$ cat config.mk
export PLATFORM = sky130hd
export DESIGN_NAME = i2c_cond_timer
export DESIGN_NICKNAME = d
export VERILOG_FILES = /design/src/rtl/i2c_cond_pkg.sv /design/src/rtl/i2c_cond_sync.sv /design/src/rtl/i2c_cond_detect.sv /design/src/rtl/i2c_cond_gen.sv /design/src/rtl/i2c_cond_timer.sv
export SDC_FILE = /design/constraint.sdc
export NUM_CORES = 1
export LEC_CHECK = 0
export BUFFER_PORTS_ARGS = -buffer_cell sky130_fd_sc_hd__buf_2
export CAP_MARGIN = 15
export CELL_PAD_IN_SITES_DETAIL_PLACEMENT = 0
export CELL_PAD_IN_SITES_GLOBAL_PLACEMENT = 1
export CORE_MARGIN = 1.5
export CORE_UTILIZATION = 46
export CTS_CLUSTER_DIAMETER = 200
export DETAILED_ROUTE_END_ITERATION = 12
export PLACE_DENSITY_LB_ADDON = 0.12
export SYNTH_ARGS = -nofsm -noshare
export SYNTH_HDL_FRONTEND = slang
export SYNTH_SLANG_ARGS = --single-unit
$ cat constraint.sdc
create_clock -name clk -period 2.81 [get_ports clk]
set_input_delay 0.1405 -clock clk [delete_from_list [all_inputs] [get_ports clk]]
set_output_delay 0.1405 -clock clk [all_outputs]
set_load 0.01 [all_outputs]
$ cat src/rtl/i2c_cond_pkg.sv
package i2c_cond_pkg;

  typedef enum logic [2:0] {
    G_IDLE,
    G_ST_SU,
    G_ST_HD,
    G_SP_SU,
    G_SP_HD
  } gen_st_e;

  typedef enum logic {
    D_IDLE,
    D_HOLD
  } det_st_e;

  // A setting is usable when it is nonzero and even.
  function automatic logic setting_ok(input int unsigned s);
    return (s != 0) && (s % 2 == 0);
  endfunction

  // Hold window that follows a START edge.
  function automatic int unsigned hold_of(input int unsigned s);
    return s / 2;
  endfunction

  // Length of one generation phase, picked by phase and profile.
  function automatic int unsigned phase_len(
    input gen_st_e     st,
    input logic        long_p,
    input int unsigned st_su_s, input int unsigned st_su_l,
    input int unsigned st_hd_s, input int unsigned st_hd_l,
    input int unsigned sp_su_s, input int unsigned sp_su_l,
    input int unsigned sp_hd_s, input int unsigned sp_hd_l
  );
    case (st)
      G_ST_SU: return long_p ? st_su_l : st_su_s;
      G_ST_HD: return long_p ? st_hd_l : st_hd_s;
      G_SP_SU: return long_p ? sp_su_l : sp_su_s;
      G_SP_HD: return long_p ? sp_hd_l : sp_hd_s;
      default: return 1;
    endcase
  endfunction

endpackage

$ cat src/rtl/i2c_cond_sync.sv
module i2c_cond_sync #(
  parameter int W       = 2,
  parameter bit RST_VAL = 1'b1
) (
  input  logic         clk,
  input  logic         rst_n,
  input  logic [W-1:0] d_in,
  output logic [W-1:0] d_out
);

  for (genvar g = 0; g < W; g++) begin : g_bit
    logic meta_q;
    logic sync_q;
    always_ff @(posedge clk or negedge rst_n) begin
      if (!rst_n) begin
        meta_q <= RST_VAL;
        sync_q <= RST_VAL;
      end else begin
        meta_q <= d_in[g];
        sync_q <= meta_q;
      end
    end
    assign d_out[g] = sync_q;
  end

endmodule

$ cat src/rtl/i2c_cond_detect.sv
module i2c_cond_detect
  import i2c_cond_pkg::*;
#(
  parameter int SET_W = 5,
  localparam int CNT_W = SET_W + 1
) (
  input  logic             clk,
  input  logic             rst_n,
  input  logic             scl_s,
  input  logic             sda_s,
  input  logic [SET_W-1:0] setting,
  input  logic             err,
  output logic             start_det,
  output logic             stop_det
);

  localparam logic [CNT_W-1:0] CNT_MAX = '1;

  det_st_e          st;
  logic             sda_d;
  logic [CNT_W-1:0] hi_cnt;
  logic [CNT_W-1:0] hcnt;
  logic [CNT_W-1:0] setup_need;
  logic [CNT_W-1:0] hold_need;

  assign setup_need = CNT_W'(setting);
  assign hold_need  = CNT_W'(hold_of(int'(setting)));

  // Named internal events
  logic sda_fall, sda_rise, setup_met, start_edge, stop_edge, hold_ok, hold_done;
  assign sda_fall   = sda_d & ~sda_s;
  assign sda_rise   = ~sda_d & sda_s;
  assign setup_met  = (hi_cnt >= setup_need);
  assign start_edge = scl_s & sda_fall & setup_met & ~err;
  assign stop_edge  = scl_s & sda_rise & setup_met & ~err;
  assign hold_ok    = scl_s & ~sda_s;
  assign hold_done  = (st == D_HOLD) & hold_ok & (hcnt == hold_need);

  always_ff @(posedge clk or negedge rst_n) begin
    if (!rst_n) begin
      st        <= D_IDLE;
      sda_d     <= 1'b1;
      hi_cnt    <= '0;
      hcnt      <= '0;
      start_det <= 1'b0;
      stop_det  <= 1'b0;
    end else begin
      sda_d     <= sda_s;
      start_det <= hold_done & ~err;
      stop_det  <= stop_edge;
      if (!scl_s)                hi_cnt <= '0;
      else if (hi_cnt != CNT_MAX) hi_cnt <= hi_cnt + 1'b1;
      case (st)
        D_IDLE: if (start_edge) begin
          st   <= D_HOLD;
          hcnt <= CNT_W'(1);
        end
        D_HOLD: begin
          if (err || !hold_ok || hold_done) st <= D_IDLE;
          else                              hcnt <= hcnt + 1'b1;
        end
        default: st <= D_IDLE;
      endcase
    end
  end

  // pulses are one cycle wide and mutually exclusive
  assert_start_pulse_R5: assert property (@(posedge clk) disable iff (!rst_n)
    start_det |=> !start_det);
  assert_stop_pulse_R5: assert property (@(posedge clk) disable iff (!rst_n)
    stop_det |=> !stop_det);
  assert_no_both_R5: assert property (@(posedge clk) disable iff (!rst_n)
    !(start_det && stop_det));
  // an illegal setting silences the detector
  assert_err_quiet_R6: assert property (@(posedge clk) disable iff (!rst_n)
    err |=> !start_det && !stop_det);
  // a reported START had SCL high and SDA low just before
  assert_start_held_R3: assert property (@(posedge clk) disable iff (!rst_n)
    start_det |-> $past(scl_s) && !$past(sda_s));
  // a reported STOP had SDA high with SCL high
  assert_stop_level_R4: assert property (@(posedge clk) disable iff (!rst_n)
    stop_det |-> $past(scl_s) && $past(sda_s));

endmodule

$ cat src/rtl/i2c_cond_gen.sv
module i2c_cond_gen
  import i2c_cond_pkg::*;
#(
  parameter int ST_SU_S = 10,
  parameter int ST_SU_L = 20,
  parameter int ST_HD_S = 10,
  parameter int ST_HD_L = 20,
  parameter int SP_SU_S = 14,
  parameter int SP_SU_L = 28,
  parameter int SP_HD_S = 8,
  parameter int SP_HD_L = 16,
  localparam int MAX_A = (ST_SU_L > ST_HD_L) ? ST_SU_L : ST_HD_L,
  localparam int MAX_B = (SP_SU_L > SP_HD_L) ? SP_SU_L : SP_HD_L,
  localparam int MAX_L = (MAX_A > MAX_B) ? MAX_A : MAX_B,
  localparam int GW    = $clog2(MAX_L + 1)
) (
  input  logic clk,
  input  logic rst_n,
  input  logic long_sel,
  input  logic gen_start,
  input  logic gen_stop,
  input  logic err,
  output logic scl_oe,
  output logic sda_oe,
  output logic busy
);

  gen_st_e         st;
  logic            long_q;
  logic [GW-1:0]   gcnt;
  logic [GW-1:0]   cur_len;

  assign cur_len = GW'(phase_len(st, long_q, ST_SU_S, ST_SU_L, ST_HD_S, ST_HD_L,
                                 SP_SU_S, SP_SU_L, SP_HD_S, SP_HD_L));

  logic take_start, take_stop, phase_end;
  assign take_start = (st == G_IDLE) & ~err & gen_start;
  assign take_stop  = (st == G_IDLE) & ~err & ~gen_start & gen_stop;
  assign phase_end  = (st != G_IDLE) & (gcnt == cur_len - 1'b1);
  assign busy       = (st != G_IDLE);

  always_ff @(posedge clk or negedge rst_n) begin
    if (!rst_n) begin
      st     <= G_IDLE;
      long_q <= 1'b0;
      gcnt   <= '0;
      scl_oe <= 1'b0;
      sda_oe <= 1'b0;
    end else if (take_start) begin
      st     <= G_ST_SU;
      long_q <= long_sel;
      gcnt   <= '0;
      scl_oe <= 1'b0;
      sda_oe <= 1'b0;
    end else if (take_stop) begin
      st     <= G_SP_SU;
      long_q <= long_sel;
      gcnt   <= '0;
      scl_oe <= 1'b0;
      sda_oe <= 1'b1;
    end else if (phase_end) begin
      gcnt <= '0;
      case (st)
        G_ST_SU: begin st <= G_ST_HD; sda_oe <= 1'b1; end
        G_ST_HD: begin st <= G_IDLE;  scl_oe <= 1'b1; end
        G_SP_SU: begin st <= G_SP_HD; sda_oe <= 1'b0; end
        default: st <= G_IDLE;
      endcase
    end else if (st != G_IDLE) begin
      gcnt <= gcnt + 1'b1;
    end
  end

  // no sequence begins under an illegal setting
  assert_no_start_on_err_R6: assert property (@(posedge clk) disable iff (!rst_n)
    $rose(busy) |-> !$past(err));
  // SCL is only pulled low while SDA is already held low
  assert_scl_after_sda_R7: assert property (@(posedge clk) disable iff (!rst_n)
    $rose(scl_oe) |-> sda_oe);
  // when idle, both lines are either driven or released together
  assert_idle_pair_R8: assert property (@(posedge clk) disable iff (!rst_n)
    !busy |-> (scl_oe == sda_oe));
  // a running sequence does not restart into its first phase
  assert_no_restart_R9: assert property (@(posedge clk) disable iff (!rst_n)
    $past(busy) && busy && $past(sda_oe) && !$past(scl_oe) |-> !(scl_oe && !sda_oe));

endmodule

$ cat src/rtl/i2c_cond_timer.sv
module i2c_cond_timer
  import i2c_cond_pkg::*;
#(
  parameter int SET_W   = 5,
  parameter int RST_SET = 2,
  parameter int ST_SU_S = 10,
  parameter int ST_SU_L = 20,
  parameter int ST_HD_S = 10,
  parameter int ST_HD_L = 20,
  parameter int SP_SU_S = 14,
  parameter int SP_SU_L = 28,
  parameter int SP_HD_S = 8,
  parameter int SP_HD_L = 16
) (
  input  logic             clk,
  input  logic             rst_n,
  input  logic             scl_in,
  input  logic             sda_in,
  input  logic [SET_W-1:0] cond_set,
  input  logic             long_gen,
  input  logic             gen_start,
  input  logic             gen_stop,
  output logic             start_det,
  output logic             stop_det,
  output logic             scl_oe,
  output logic             sda_oe,
  output logic             gen_busy,
  output logic             set_err
);

  logic [SET_W-1:0] set_q;
  logic [1:0]       line_s;
  logic             scl_s, sda_s;

  always_ff @(posedge clk or negedge rst_n) begin
    if (!rst_n) set_q <= SET_W'(RST_SET);
    else        set_q <= cond_set;
  end

  assign set_err = ~setting_ok(int'(set_q));

  i2c_cond_sync #(.W(2), .RST_VAL(1'b1)) u_sync (
    .clk   (clk),
    .rst_n (rst_n),
    .d_in  ({scl_in, sda_in}),
    .d_out (line_s)
  );
  assign scl_s = line_s[1];
  assign sda_s = line_s[0];

  i2c_cond_detect #(.SET_W(SET_W)) u_det (
    .clk       (clk),
    .rst_n     (rst_n),
    .scl_s     (scl_s),
    .sda_s     (sda_s),
    .setting   (set_q),
    .err       (set_err),
    .start_det (start_det),
    .stop_det  (stop_det)
  );

  i2c_cond_gen #(
    .ST_SU_S(ST_SU_S), .ST_SU_L(ST_SU_L), .ST_HD_S(ST_HD_S), .ST_HD_L(ST_HD_L),
    .SP_SU_S(SP_SU_S), .SP_SU_L(SP_SU_L), .SP_HD_S(SP_HD_S), .SP_HD_L(SP_HD_L)
  ) u_gen (
    .clk       (clk),
    .rst_n     (rst_n),
    .long_sel  (long_gen),
    .gen_start (gen_start),
    .gen_stop  (gen_stop),
    .err       (set_err),
    .scl_oe    (scl_oe),
    .sda_oe    (sda_oe),
    .busy      (gen_busy)
  );

  // the error flag follows the setting captured one edge earlier
  assert_err_tracks_R1: assert property (@(posedge clk) disable iff (!rst_n)
    $past(rst_n) && $past(cond_set) == 0 |-> set_err);
  assert_odd_err_R1: assert property (@(posedge clk) disable iff (!rst_n)
    $past(rst_n) && $past(cond_set[0]) |-> set_err);

endmodule

==> reports/metrics.yaml <==
status: "finished clean"
hold_path_class: "in -> reg"
ys_ff_latch: 36
start_util: 0.4739
cts_root_buf: "clkbuf_8"
postCtsSetupBuffers: 0
synth_nets: 200
vias_per_cell: 5.765
dr.pass1.iters: 4
syn-instance-count: 180
drt_wl_total_um: 3766
layout-drive-gt1-share: 0.1857
synth-adder-area-share: 0.05319
clkLatencyLatePin_ps: 280
worst_clock_skew_ps: 8.225
die_x_um: 66.96
grt_pass1_vias: 1389
hpwl_um: 2707
tns_ps: 0
core_um2: 3971
crit_family: "simple AND/OR/NAND/NOR gates"
numCtsBuffers: 5
cts.sink_count: 36
cp-end-kind: "flop"
syn_avg_cell_area_um2: 10.45
rsz0062_at_grt: "no"
syn-cell-area_um2: 1882
synthSimpleGateAreaFrac: 0.2347
antenna_cells: 0
synth_compound_area_frac: 0.1370
crit_type: "reg -> reg"
rows: 23
leakage_nw: 1.022
gp_congestion: 0.8965
setup_violations: 0
synthMuxAreaShare: 0.02793
io_buffer_count: 17
htree_num_levels: 2
drc_errors: 0
synth_top_family_by_area: "simple AND/OR/NAND/NOR gates"
finalHoldViolCount: 0
max_stage_delay_ps: 690
worst-path-buf-inv: 0
synth_edf_count: 0
ys_async_sr_fraction: 1.000
stdcell_area_um2: 2170
pin_count: 18
ir_drop_mv: 0.3560
cts_tree: "built"
grt-ovfl-total: 0
worst-path-max-fanout: 18
syn_to_final_growth_pct: 15.29
ys_seq_area_frac: 0.4827
crit_required_ps: 3010
fin_crit_ps: 2462
ant_nets: 0
clk_pin_slew_worst_paths_ps: 70
die-area_um2: 4484
clk_path_buf_depth: 2
synth_xor_area_frac: 0.02327
dr_total_vias: 1499
tightest_slew_ps: 884.3
die_h_um: 66.96
drtIter0Drc: 105
ys.flop_type: "dfrtp_1"
antenna_found_initial: 0
wire_per_inst_um: 14.48
max_freq_mhz: 406.2
critPathSlowestCell: "dfrtp_1"
grt_max_degree: 37
maxCapViolations: 0
power.density_nw_per_um2: 761.6
grt_pass1_wl_um: 6444
crit_path_cell_trace: "nor4bb_1, a2111oi_0, nor4b_2, nand4_4, o31ai_4, mux2i_1"
relSlewSlack: 0.4079
ctsResizeCount: 0
synthDistinctLibCells: 50
grt_use_total: 0.1936
cp.arrival_ps: 2660
finalCritPeriodShare: 0.8762
cp-start-kind: "flop"
place_area_um2: 2008
ys_warn_count: 0
final_max_slew_viol_count: 0
final_nets: 229
## worst reg2reg max path: cells and delay by family (launching register included)
| family | cells | cell delay (ps) |
|---|---|---|
| AOI/OAI and AO/OA | 2 | 410 |
| DFF | 1 | 690 |
| muxes | 1 | 210 |
| and+or+nand+nor | 3 | 1070 |
## cells by family (layout without fill, tap and decap cells)
kind of cell    Yosys count  in the layout
compound gates           34             34
xor+xnor                  5              5
fa+ha+maj                 8              8
buf+inv                  18             48
flops                    36             36
mux                       5              5
simple gates             74             74
## placed cells by master (no fill, tap or decap), drive strengths merged, types with 3 or more instances in the layout
cell / count
a21oi: 3
nor3b: 4
and3: 7
nand2b: 3
dfstp: 6
dlygate4sd3: 8
mux2i: 3
nand2: 11
ha: 8
inv: 15
buf: 17
nand3: 8
nor2: 14
a31oi: 6
clkbuf: 7
xor2: 3
nor3: 5
o21ai: 8
dfrtp: 30
nand4: 5
## metrics by stage
stage               hold WS [ps]  worst slack, ps  power (W)  utilization  std cells
floorplan                 -155.1            862.0   0.001170            -        180
global route               92.56            199.2   0.001776       0.5463        260
global placement           245.7            644.5   0.001278       0.5057        244
CTS                        83.06            489.8   0.001662       0.5463        260
detailed placement         247.0            516.4   0.001306       0.5057        244
finish                     90.84            347.9   0.001652       0.5463        260
## routing by layer
layer  share of wire  track usage
met5               0            0
met4           0.015      0.07398
met3           0.048      0.04561
met2            0.50       0.3238
met1            0.44       0.2416
## synth_stat cells (3+ instances only)
master,number,area [um^2]
inv_1,15,56.30
mux2i_1,3,30.03
xor2_1,3,26.28
and3_1,7,43.79
nand4_1,4,25.02
nand3_1,8,40.04
a21oi_1,3,15.01
nor3b_1,4,30.03
nand2b_1,3,18.77
nor2_1,14,52.55
a31oi_1,6,37.54
dfrtp_1,30,750.7
nor3_1,5,25.02
dfstp_2,6,157.7
o21ai_0,8,40.04
ha_1,8,100.1
nand2_1,10,37.54
## registers in the layout, summed over array words and instances (netlist names), 2 cells and up
signal	cells
u_gen.gcnt	5
u_det.hi_cnt	6
u_gen.st	3
set_q	5
u_det.hcnt	6
u_sync.g_bit.sync_q	2
u_sync.g_bit.meta_q	2
## layout make-up
cell class	instances	area (um^2)
Clock buffer	7	76.32
Clock inverter	1	5.005
Fill cell	343	1802
Inverter	15	56.30
Multi-Input combinational cell	126	895.9
Sequential cell	36	908.4
Tap cell	50	62.56
Timing Repair Buffer	25	165.2
## path summary, 6_finish.rpt
| check | from | endpoint | slack [ps] | cells after the start |
|---|---|---|---|---|
| hold reg to reg | u_sync.g_bit[1].meta_q | u_sync.g_bit[1].sync_q | 360 | 0 |
| min in group asynchronous | rst_n | u_gen.sda_oe | 470 | 2 |
| setup reg to reg | u_gen.st[2] | u_gen.sda_oe | 350 | 6 |
| max in group asynchronous | rst_n | u_det.hi_cnt[1] | 1830 | 2 |
| setup / recovery | u_gen.st[2] | u_gen.sda_oe | 350 | 6 |
| hold / removal | long_gen | u_gen.long_q | 90 | 2 |
## where the power goes
part           internal [W]  switching [W]
Combinational      0.000253       0.000289
Clock              0.000174       0.000164
Sequential         0.000609       0.000164
## timing repair
item | CTS | global route
hold endpoints to repair | 37 | 0
hold buffers | 8 | 0
setup endpoints to repair | 0 | 0
Note: power is estimated with default switching activity, not from simulation.
